## src/rtl/ivl_timer_pkg.sv

```systemverilog
`timescale 1ns/1ps
package ivl_timer_pkg;
  localparam int ADDR_W = 6;
  localparam int DATA_W = 32;

  localparam logic [ADDR_W-1:0] OFS_CTRL = 6'h00;
  localparam logic [ADDR_W-1:0] OFS_IEN  = 6'h04;
  localparam logic [ADDR_W-1:0] OFS_STAT = 6'h08;
  localparam logic [ADDR_W-1:0] OFS_EVT  = 6'h0C;
  localparam logic [ADDR_W-1:0] OFS_PSC  = 6'h10;
  localparam logic [ADDR_W-1:0] OFS_ARR  = 6'h14;

  localparam int BIT_RUN  = 0;
  localparam int BIT_ONCE = 1;
  localparam int BIT_BUF  = 2;

  // control -> datapath strobes
  typedef struct packed {
    logic run;        // counting allowed this cycle
    logic forceUpd;   // software-forced update event
    logic arrLoadNow; // unbuffered limit write, load active limit directly
  } tmrStrobe_t;
endpackage

```

## src/rtl/ivl_timer_dp.sv

```systemverilog
`timescale 1ns/1ps
module ivl_timer_dp
  import ivl_timer_pkg::*;
#(
  parameter int CNT_W = 16,
  parameter int PSC_W = 16
) (
  input  logic             clk,
  input  logic             rstN,
  input  tmrStrobe_t       strb,
  input  logic [PSC_W-1:0] pscVal,
  input  logic [CNT_W-1:0] arrShadow,
  input  logic [CNT_W-1:0] arrWrData,
  output logic             updNat
);
  localparam logic [CNT_W-1:0] CNT_ONE = {{(CNT_W-1){1'b0}}, 1'b1};
  localparam logic [PSC_W-1:0] PSC_ONE = {{(PSC_W-1){1'b0}}, 1'b1};

  logic [PSC_W-1:0] pscCnt;
  logic [PSC_W-1:0] pscAct;
  logic [CNT_W-1:0] cnt;
  logic [CNT_W-1:0] arrAct;
  logic             tick;

  assign tick   = strb.run && (pscCnt == pscAct);
  assign updNat = tick && (cnt == arrAct);

  always_ff @(posedge clk or negedge rstN) begin
    if (!rstN) begin
      pscCnt <= '0;
      pscAct <= '0;
      cnt    <= '0;
      arrAct <= '0;
    end else begin
      if (strb.forceUpd || updNat) begin
        cnt    <= '0;
        pscCnt <= '0;
        pscAct <= pscVal;
        arrAct <= arrShadow;
      end else if (strb.run) begin
        if (tick) begin
          pscCnt <= '0;
          cnt    <= cnt + CNT_ONE;
        end else begin
          pscCnt <= pscCnt + PSC_ONE;
        end
      end
      // an unbuffered write overrides the update reload
      if (strb.arrLoadNow) arrAct <= arrWrData;
    end
  end

  // forced update restarts both counters and latches the divider
  p_force_restart_r9: assert property (@(posedge clk) disable iff (!rstN)
    strb.forceUpd |=> (cnt == '0) && (pscCnt == '0) && (pscAct == $past(pscVal)));

  // stopped counter holds its value
  p_hold_r12: assert property (@(posedge clk) disable iff (!rstN)
    (!strb.run && !strb.forceUpd) |=> $stable(cnt));

  // active limit only moves on update or direct write
  p_limit_hold_r4: assert property (@(posedge clk) disable iff (!rstN)
    (!strb.forceUpd && !updNat && !strb.arrLoadNow) |=> $stable(arrAct));

  // active divider only moves on update
  p_psc_hold_r10: assert property (@(posedge clk) disable iff (!rstN)
    (!strb.forceUpd && !updNat) |=> $stable(pscAct));
endmodule

```

## src/rtl/ivl_timer_ctrl.sv

```systemverilog
`timescale 1ns/1ps
module ivl_timer_ctrl
  import ivl_timer_pkg::*;
#(
  parameter int CNT_W = 16,
  parameter int PSC_W = 16
) (
  input  logic              clk,
  input  logic              rstN,
  input  logic [ADDR_W-1:0] busAddr,
  input  logic              busWrEn,
  input  logic [DATA_W-1:0] busWrData,
  input  logic              updNat,
  output logic [DATA_W-1:0] busRdData,
  output logic              irqOut,
  output tmrStrobe_t        strb,
  output logic [PSC_W-1:0]  pscVal,
  output logic [CNT_W-1:0]  arrShadow,
  output logic [CNT_W-1:0]  arrWrData
);
  logic runBit, onceBit, bufBit, ienBit, flagBit;
  logic [PSC_W-1:0]  pscReg;
  logic [CNT_W-1:0]  arrReg;
  logic [DATA_W-1:0] arrRd, pscRd;
  logic wrCtrl, wrIen, wrStat, wrEvt, wrPsc, wrArr;
  logic updAny;

  assign wrCtrl = busWrEn && (busAddr == OFS_CTRL);
  assign wrIen  = busWrEn && (busAddr == OFS_IEN);
  assign wrStat = busWrEn && (busAddr == OFS_STAT);
  assign wrEvt  = busWrEn && (busAddr == OFS_EVT);
  assign wrPsc  = busWrEn && (busAddr == OFS_PSC);
  assign wrArr  = busWrEn && (busAddr == OFS_ARR);

  assign strb.run        = runBit;
  assign strb.forceUpd   = wrEvt && busWrData[0];
  assign strb.arrLoadNow = wrArr && !bufBit;
  assign updAny          = updNat || strb.forceUpd;

  assign pscVal    = pscReg;
  assign arrShadow = arrReg;
  assign arrWrData = busWrData[CNT_W-1:0];
  assign irqOut    = flagBit && ienBit;

  // width selection of the readback paths
  if (CNT_W < DATA_W) begin : g_arrNarrow
    logic unusedArrHi;
    assign unusedArrHi = ^busWrData[DATA_W-1:CNT_W];
    assign arrRd = {{(DATA_W-CNT_W){1'b0}}, arrReg};
  end else begin : g_arrFull
    assign arrRd = arrReg;
  end

  if (PSC_W < DATA_W) begin : g_pscNarrow
    logic unusedPscHi;
    assign unusedPscHi = ^busWrData[DATA_W-1:PSC_W];
    assign pscRd = {{(DATA_W-PSC_W){1'b0}}, pscReg};
  end else begin : g_pscFull
    assign pscRd = pscReg;
  end

  always_ff @(posedge clk or negedge rstN) begin
    if (!rstN) begin
      runBit  <= 1'b0;
      onceBit <= 1'b0;
      bufBit  <= 1'b0;
      ienBit  <= 1'b0;
      flagBit <= 1'b0;
      pscReg  <= '0;
      arrReg  <= '0;
    end else begin
      if (updNat && onceBit) runBit <= 1'b0;
      if (wrCtrl) begin
        runBit  <= busWrData[BIT_RUN];
        onceBit <= busWrData[BIT_ONCE];
        bufBit  <= busWrData[BIT_BUF];
      end
      if (wrIen) ienBit <= busWrData[0];
      if (wrStat) flagBit <= flagBit && busWrData[0];
      if (updAny) flagBit <= 1'b1;
      if (wrPsc) pscReg <= busWrData[PSC_W-1:0];
      if (wrArr) arrReg <= busWrData[CNT_W-1:0];
    end
  end

  always_comb begin
    busRdData = '0;
    case (busAddr)
      OFS_CTRL: begin
        busRdData[BIT_RUN]  = runBit;
        busRdData[BIT_ONCE] = onceBit;
        busRdData[BIT_BUF]  = bufBit;
      end
      OFS_IEN:  busRdData[0] = ienBit;
      OFS_STAT: busRdData[0] = flagBit;
      OFS_PSC:  busRdData = pscRd;
      OFS_ARR:  busRdData = arrRd;
      default:  busRdData = '0;
    endcase
  end

  // flag only rises from an update event
  p_flag_src_r3: assert property (@(posedge clk) disable iff (!rstN)
    $rose(flagBit) |-> $past(updAny));

  // single-shot clears run after its update
  p_once_stop_r6: assert property (@(posedge clk) disable iff (!rstN)
    (updNat && onceBit && !wrCtrl) |=> !runBit);

  // writing 0 clears the flag when no update competes
  p_clear_r7: assert property (@(posedge clk) disable iff (!rstN)
    (wrStat && !busWrData[0] && !updAny) |=> !flagBit);

  // flag is sticky against writes of 1
  p_sticky_r7: assert property (@(posedge clk) disable iff (!rstN)
    (flagBit && !(wrStat && !busWrData[0])) |=> flagBit);
endmodule

```

## src/rtl/ivl_timer.sv

```systemverilog
`timescale 1ns/1ps
module ivl_timer
  import ivl_timer_pkg::*;
#(
  parameter int CNT_W = 16,
  parameter int PSC_W = 16
) (
  input  logic        clk,
  input  logic        rstN,
  input  logic [5:0]  busAddr,
  input  logic        busWrEn,
  input  logic [31:0] busWrData,
  output logic [31:0] busRdData,
  output logic        irqOut
);
  tmrStrobe_t       strb;
  logic [PSC_W-1:0] pscVal;
  logic [CNT_W-1:0] arrShadow;
  logic [CNT_W-1:0] arrWrData;
  logic             updNat;

  ivl_timer_ctrl #(.CNT_W(CNT_W), .PSC_W(PSC_W)) ctrl_i (
    .clk       (clk),
    .rstN      (rstN),
    .busAddr   (busAddr),
    .busWrEn   (busWrEn),
    .busWrData (busWrData),
    .updNat    (updNat),
    .busRdData (busRdData),
    .irqOut    (irqOut),
    .strb      (strb),
    .pscVal    (pscVal),
    .arrShadow (arrShadow),
    .arrWrData (arrWrData)
  );

  ivl_timer_dp #(.CNT_W(CNT_W), .PSC_W(PSC_W)) dp_i (
    .clk       (clk),
    .rstN      (rstN),
    .strb      (strb),
    .pscVal    (pscVal),
    .arrShadow (arrShadow),
    .arrWrData (arrWrData),
    .updNat    (updNat)
  );
endmodule

```

## config.mk

```make
export PLATFORM = sky130hd
export DESIGN_NAME = ivl_timer
export DESIGN_NICKNAME = d
export VERILOG_FILES = /design/src/rtl/ivl_timer_pkg.sv /design/src/rtl/ivl_timer_dp.sv /design/src/rtl/ivl_timer_ctrl.sv /design/src/rtl/ivl_timer.sv
export SDC_FILE = /design/constraint.sdc
export NUM_CORES = 1
export LEC_CHECK = 0
export BUFFER_PORTS_ARGS = -buffer_cell sky130_fd_sc_hd__buf_4
export CORE_AREA = 2 2 140 142
export DETAILED_ROUTE_END_ITERATION = 6
export DIE_AREA = 0 0 142 144
export PLACE_DENSITY = 0.55
export SLEW_MARGIN = 40
export SYNTH_ARGS = -nofsm -noshare
export SYNTH_HDL_FRONTEND = slang
export SYNTH_HIERARCHICAL = 1
export SYNTH_SLANG_ARGS = --single-unit
```

## constraint.sdc

```tcl
create_clock -name clk -period 2.2 [get_ports clk]
set_clock_uncertainty 0.15 [all_clocks]
set_input_delay 0.66 -clock clk [delete_from_list [all_inputs] [get_ports clk]]
set_output_delay 0.66 -clock clk [all_outputs]
set_load 0.005 [all_outputs]
```

Word level (Yosys, flattened, before mapping) --
Index checks and enable logic that the tools add are counted. W data, S select, Z words.
Word-level totals: register bits after elaboration 101, input port bits 41, output and inout bits 33
Cells by class: $add $sub $neg 2, equal/unequal tests 7, multiplexer cells 15, reductions and logical operators 22
Operator list (number):
- $mux W16 | 8
- $add A16 B1 Y16 const B | 2
- $eq A16 B16 Y1 | 2
- $pmux W13 S2 | 1
- $logic_and A1 B1 Y1 | 13
- $eq A6 B4 Y1 const B | 2
- $eq A6 B5 Y1 const B | 2
- $reduce_bool A2 Y1 | 5
- $eq A6 B3 Y1 const B | 1
- $logic_not A6 Y1 | 1
- $pmux W2 S3 | 1
- $pmux W1 S5 | 1
- $mux W1 | 4
- $reduce_and A2 Y1 | 1
- $logic_not A1 Y1 | 1
- $logic_or A1 B1 Y1 | 1

Depth between registers and ports, before layout --
depth in word-level cells 6, mapped depth 11, depth with buffers taken out 8

Modules after synthesis --
The synthesis kept the hierarchy.
Modules (own cells, without submodules):
- ivl_timer_dp | times used 1, cells an instance 345, area each 3544.6 sq um, seq. area each 1601.5 sq um
- ivl_timer_ctrl | times used 1, cells an instance 177, area each 2067.0 sq um, seq. area each 925.9 sq um

Worst setup path before layout --
No wires, ideal clock.
path kind input-to-reg, start point input busAddr[2], end point register dp_i.arrAct[10], library setup time 0.094 ns, data arrival time 2.659 ns, required time 1.956 ns, slack -0.703 ns, stages on the path 11, path buffers 6, cells stage by stage clkbuf_1 -> buf_2 -> buf_2 -> nand2_1 -> nor2_1 -> clkbuf_1 -> or2_2 -> clkbuf_1 -> clkbuf_1 -> nor2_1 -> a221oi_2
RTL lines:
- from (decl) | line ivl_timer.sv:10 | input logic [5:0] busAddr,
- to (signal assigned) | line ivl_timer_dp.sv:39 | arrAct <= arrShadow;
- to (signal assigned) | line ivl_timer_dp.sv:49 | if (strb.arrLoadNow) arrAct <= arrWrData;
- to (decl) | line ivl_timer_dp.sv:22 | logic [CNT_W-1:0] arrAct;

Final worst setup path --
start point input busAddr[3], end point output busRdData[12]
On the way: cells in the longest elaborated chain, start to end 2, elaborated cells on any way between the ends 3
Ends and longest elaborated chain:
- $eq A6 B5 Y1 | line ivl_timer_ctrl.sv:88 | case (busAddr)
- $pmux W13 S2 * | line ivl_timer_ctrl.sv:88
- to (decl) | line ivl_timer.sv:13 | output logic [31:0] busRdData,
Every way passes the cells marked *; elsewhere a longest branch is shown, timed or not.

==> results.yml <==
floorplanning:
  pin_count: 74
  initial_core_util_pct: 29.4
  rows: 51
  dieArea_um2: 20400
  die_w_um: 142
  die_h_um: 144
  core_area_um2: 19100
worst_setup_path:
  end_kind: "primary output"
  cp_max_fo: 11
  crit_chain: "buf_8, nor4_4, nand2_2, buf_12, nor2_2, buf_4"
  worst_setup_path_start_kind: "primary input"
  critPathKind: "in -> out"
  critical_path_arrival_ps: 1670
  reg2reg_depth: 8
  cp.required_ps: 1390
  critPathSlowestCell: "nor4_4"
  cpPeakStageDelay_ps: 310
timing:
  fmax_mhz: 403
  period_minus_slack_ps: 2480
  hold_viol_final: 0
  fin_crit_sh_pct: 113
  slew_violations: 0
  layout_setup_ws_ps: -281
  finalSetupViolCount: 64
  rsz0062_at_grt: "true"
logic_synthesis:
  synth.top_cells.by_area: "dfrtp_1, mux2_1, xor2_1"
  async_reset_ff_share_pct: 100
  syn-cell-area_um2: 5610
  synthMuxAreaShare_pct: 13.5
  synth-compound-area-share_pct: 7.96
  ys_ff_latch: 101
  avgSynthCellArea_um2: 10.8
  synth_top_family_by_area: "simple AND/OR/NAND/NOR gates"
  ys_types: 51
  syn_inst: 522
  synth_edf_count: 0
  synth_xor_xnor_area_share_pct: 7.96
  synth-simple-area-share_pct: 17.1
  yosys.area.top_type: "dfrtp_1"
  ys.flop_type: "dfrtp_1"
  synth_fa_ha_area_share_pct: 0.446
  yosys_warnings: 6
  seq_area_frac_synth_pct: 45.0
  yosysTopAreaCellShare_pct: 45.0
global_routing:
  antenna_found_initial: 0
  overflow: 0
  grt_max_degree: 49
  grt_use_total_pct: 15.3
  grt_pass1_wl_um: 24200
  grt_pass1_vias: 4653
routing:
  drc_errors: 0
  drt-initial-drc-count: 208
  wl_per_cell_um: 17.2
  vias: 4338
  via_per_inst: 4.90
  wl_um: 15200
  dr.pass1.iters: 4
  final_antenna_net_count: 0
clocking:
  cts_made_buffers: 9
  clock_sinks: 101
  cts_tree: "yes"
  clock-root-buffer: "clkbuf_16"
  cts_buffer_depth: 2
  clk_latency_ps: 360
  clk_pin_slew_ps: 70
  htreeDepth: 3
finish:
  finalNetCount: 686
  fin_cells: 885
  mostFrequentLayoutCells: "buf_4, dfrtp_1, nor2_1"
  antenna_cells: 0
  drive_above_1_share_pct: 41.7
  syn2layout_area_growth_pct: 38.9
  final_common_cell: "buf_4"
status:
  violations: "negative setup slack"
  status: "complete, but fails checks"
power:
  power.leakage_nw: 3.63
  power_frac_clock_pct: 30.0
  ir_drop_mv: 0.450
  comb_power_share_pct: 27.6
  power.density_nw_per_um2: 701
  internal_power_w: 0.00377
  p_sw_w: 0.00169
  netSwitchingFraction_pct: 31.0
  power_frac_seq_pct: 42.5
placed_design:
  dp_cells: 841
  gp_congestion: 0.835
  dp_slack_ps: -431
  numPortBuffers: 41
  dp_hpwl_um: 9970
min_path:
  min_path_type: "in -> async"
run:
  drv_cap: 0
state kept, by name, indices dropped and copies added, names as in the netlist, 16 cells and up:
signal,count
dp_i/cnt,16
dp_i/arrAct,16
dp_i/pscAct,16
ctrl_i/arrShadow,16
ctrl_i/pscVal,16
dp_i/pscCnt,16
final timing paths:
path | startpoint | end | slack [ps]
worst min register to register | ctrl_i/ienBit | ctrl_i/ienBit | 370
min in group clk | ctrl_i/ienBit | ctrl_i/ienBit | 370
max in group asynchronous | rstN | ctrl_i/arrShadow[14] | 1160
worst max-delay path | busAddr[3] | busRdData[12] | -280
worst min-delay path | rstN | dp_i/cnt[14] | 90
worst max register to register | dp_i/pscCnt[4] | dp_i/pscAct[11] | -220
worst max-delay path, delay by kind of cell:
family	cells	cell delay, ps
buffers and inverters	3	410
and+or+nand+nor	3	590
synth_stat cells (4+ instances only):
cell and number:
nand2_1 19, a221oi_2 14, dfrtp_1 101, mux2i_1 15, inv_1 4, o31ai_1 6
clkbuf_1 11, xnor2_1 14, xor2_1 37, nor2_1 78, a21oi_1 12, buf_6 6
nand3_1 14, and3_1 4, mux2_1 50, buf_2 5, nand4_1 7, nor2b_1 17
nor3_1 6, o21ai_0 8, mux2_2 4, or3_1 7, nor4_1 7, buf_4 35
power groups by stage:
stage	combinational [W]	clock (W)	sequential, W
after global placement	0.00111	0	0.00234
after floorplan	0.000741	0	0.00229
after CTS	0.00129	0.00168	0.00231
after global routing	0.00164	0.00175	0.00235
after detailed placement	0.00114	0	0.00235
final	0.00151	0.00164	0.00232
routing by layer:
metal | GRT usage, % | vias to the layer above | wire [um]
met5 | 0 | - | 0
li1 | - | 2016 | -
met4 | 7.37 | 0 | 568
met3 | 2.22 | 30 | 423
met2 | 26.0 | 100 | 7550
met1 | 19.1 | 2192 | 6700
final cells by class:
type,instances,area [um2]
clock buffer,9,225
clock inverter,6,72.6
fill,1784,11300
inverter,4,15.0
multi-input combinational,376,3190
sequential,101,2530
tap,238,298
timing repair buffer,151,1470
cell families (layout without fill, tap and decap cells):
family	Yosys count	in the layout
AND/OR/NAND/NOR	184	185
flip-flops	101	101
multiplexers	69	69
buffers and inverters	63	170
AO/OA/AOI/OAI	51	53
XOR/XNOR	51	51
adder cells (fa/ha/maj)	2	2
other	1	16
through the flow:
stage               cell area, um2  power (W)  utilization (%)  hold WS [ps]  setup TNS, ps
floorplan                     5890    0.00303                -           214          -4960
global placement              6680    0.00345             35.0           346         -26770
detailed placement            6680    0.00349             35.0           355         -27600
CTS                           7470    0.00527             39.2          95.8         -11350
global route                  7800    0.00573             40.9           114         -14990
finish                        7800    0.00546             40.9          90.0         -10450
repair_timing:
item,4_1_cts,5_1_grt
cloned,5,4
hold buffers,0,0
pin swaps,21,33
gates resized for setup,64,54
buffers inserted,17,8
setup endpoints to repair,79,84
Note: power is estimated with default switching activity, not from simulation.
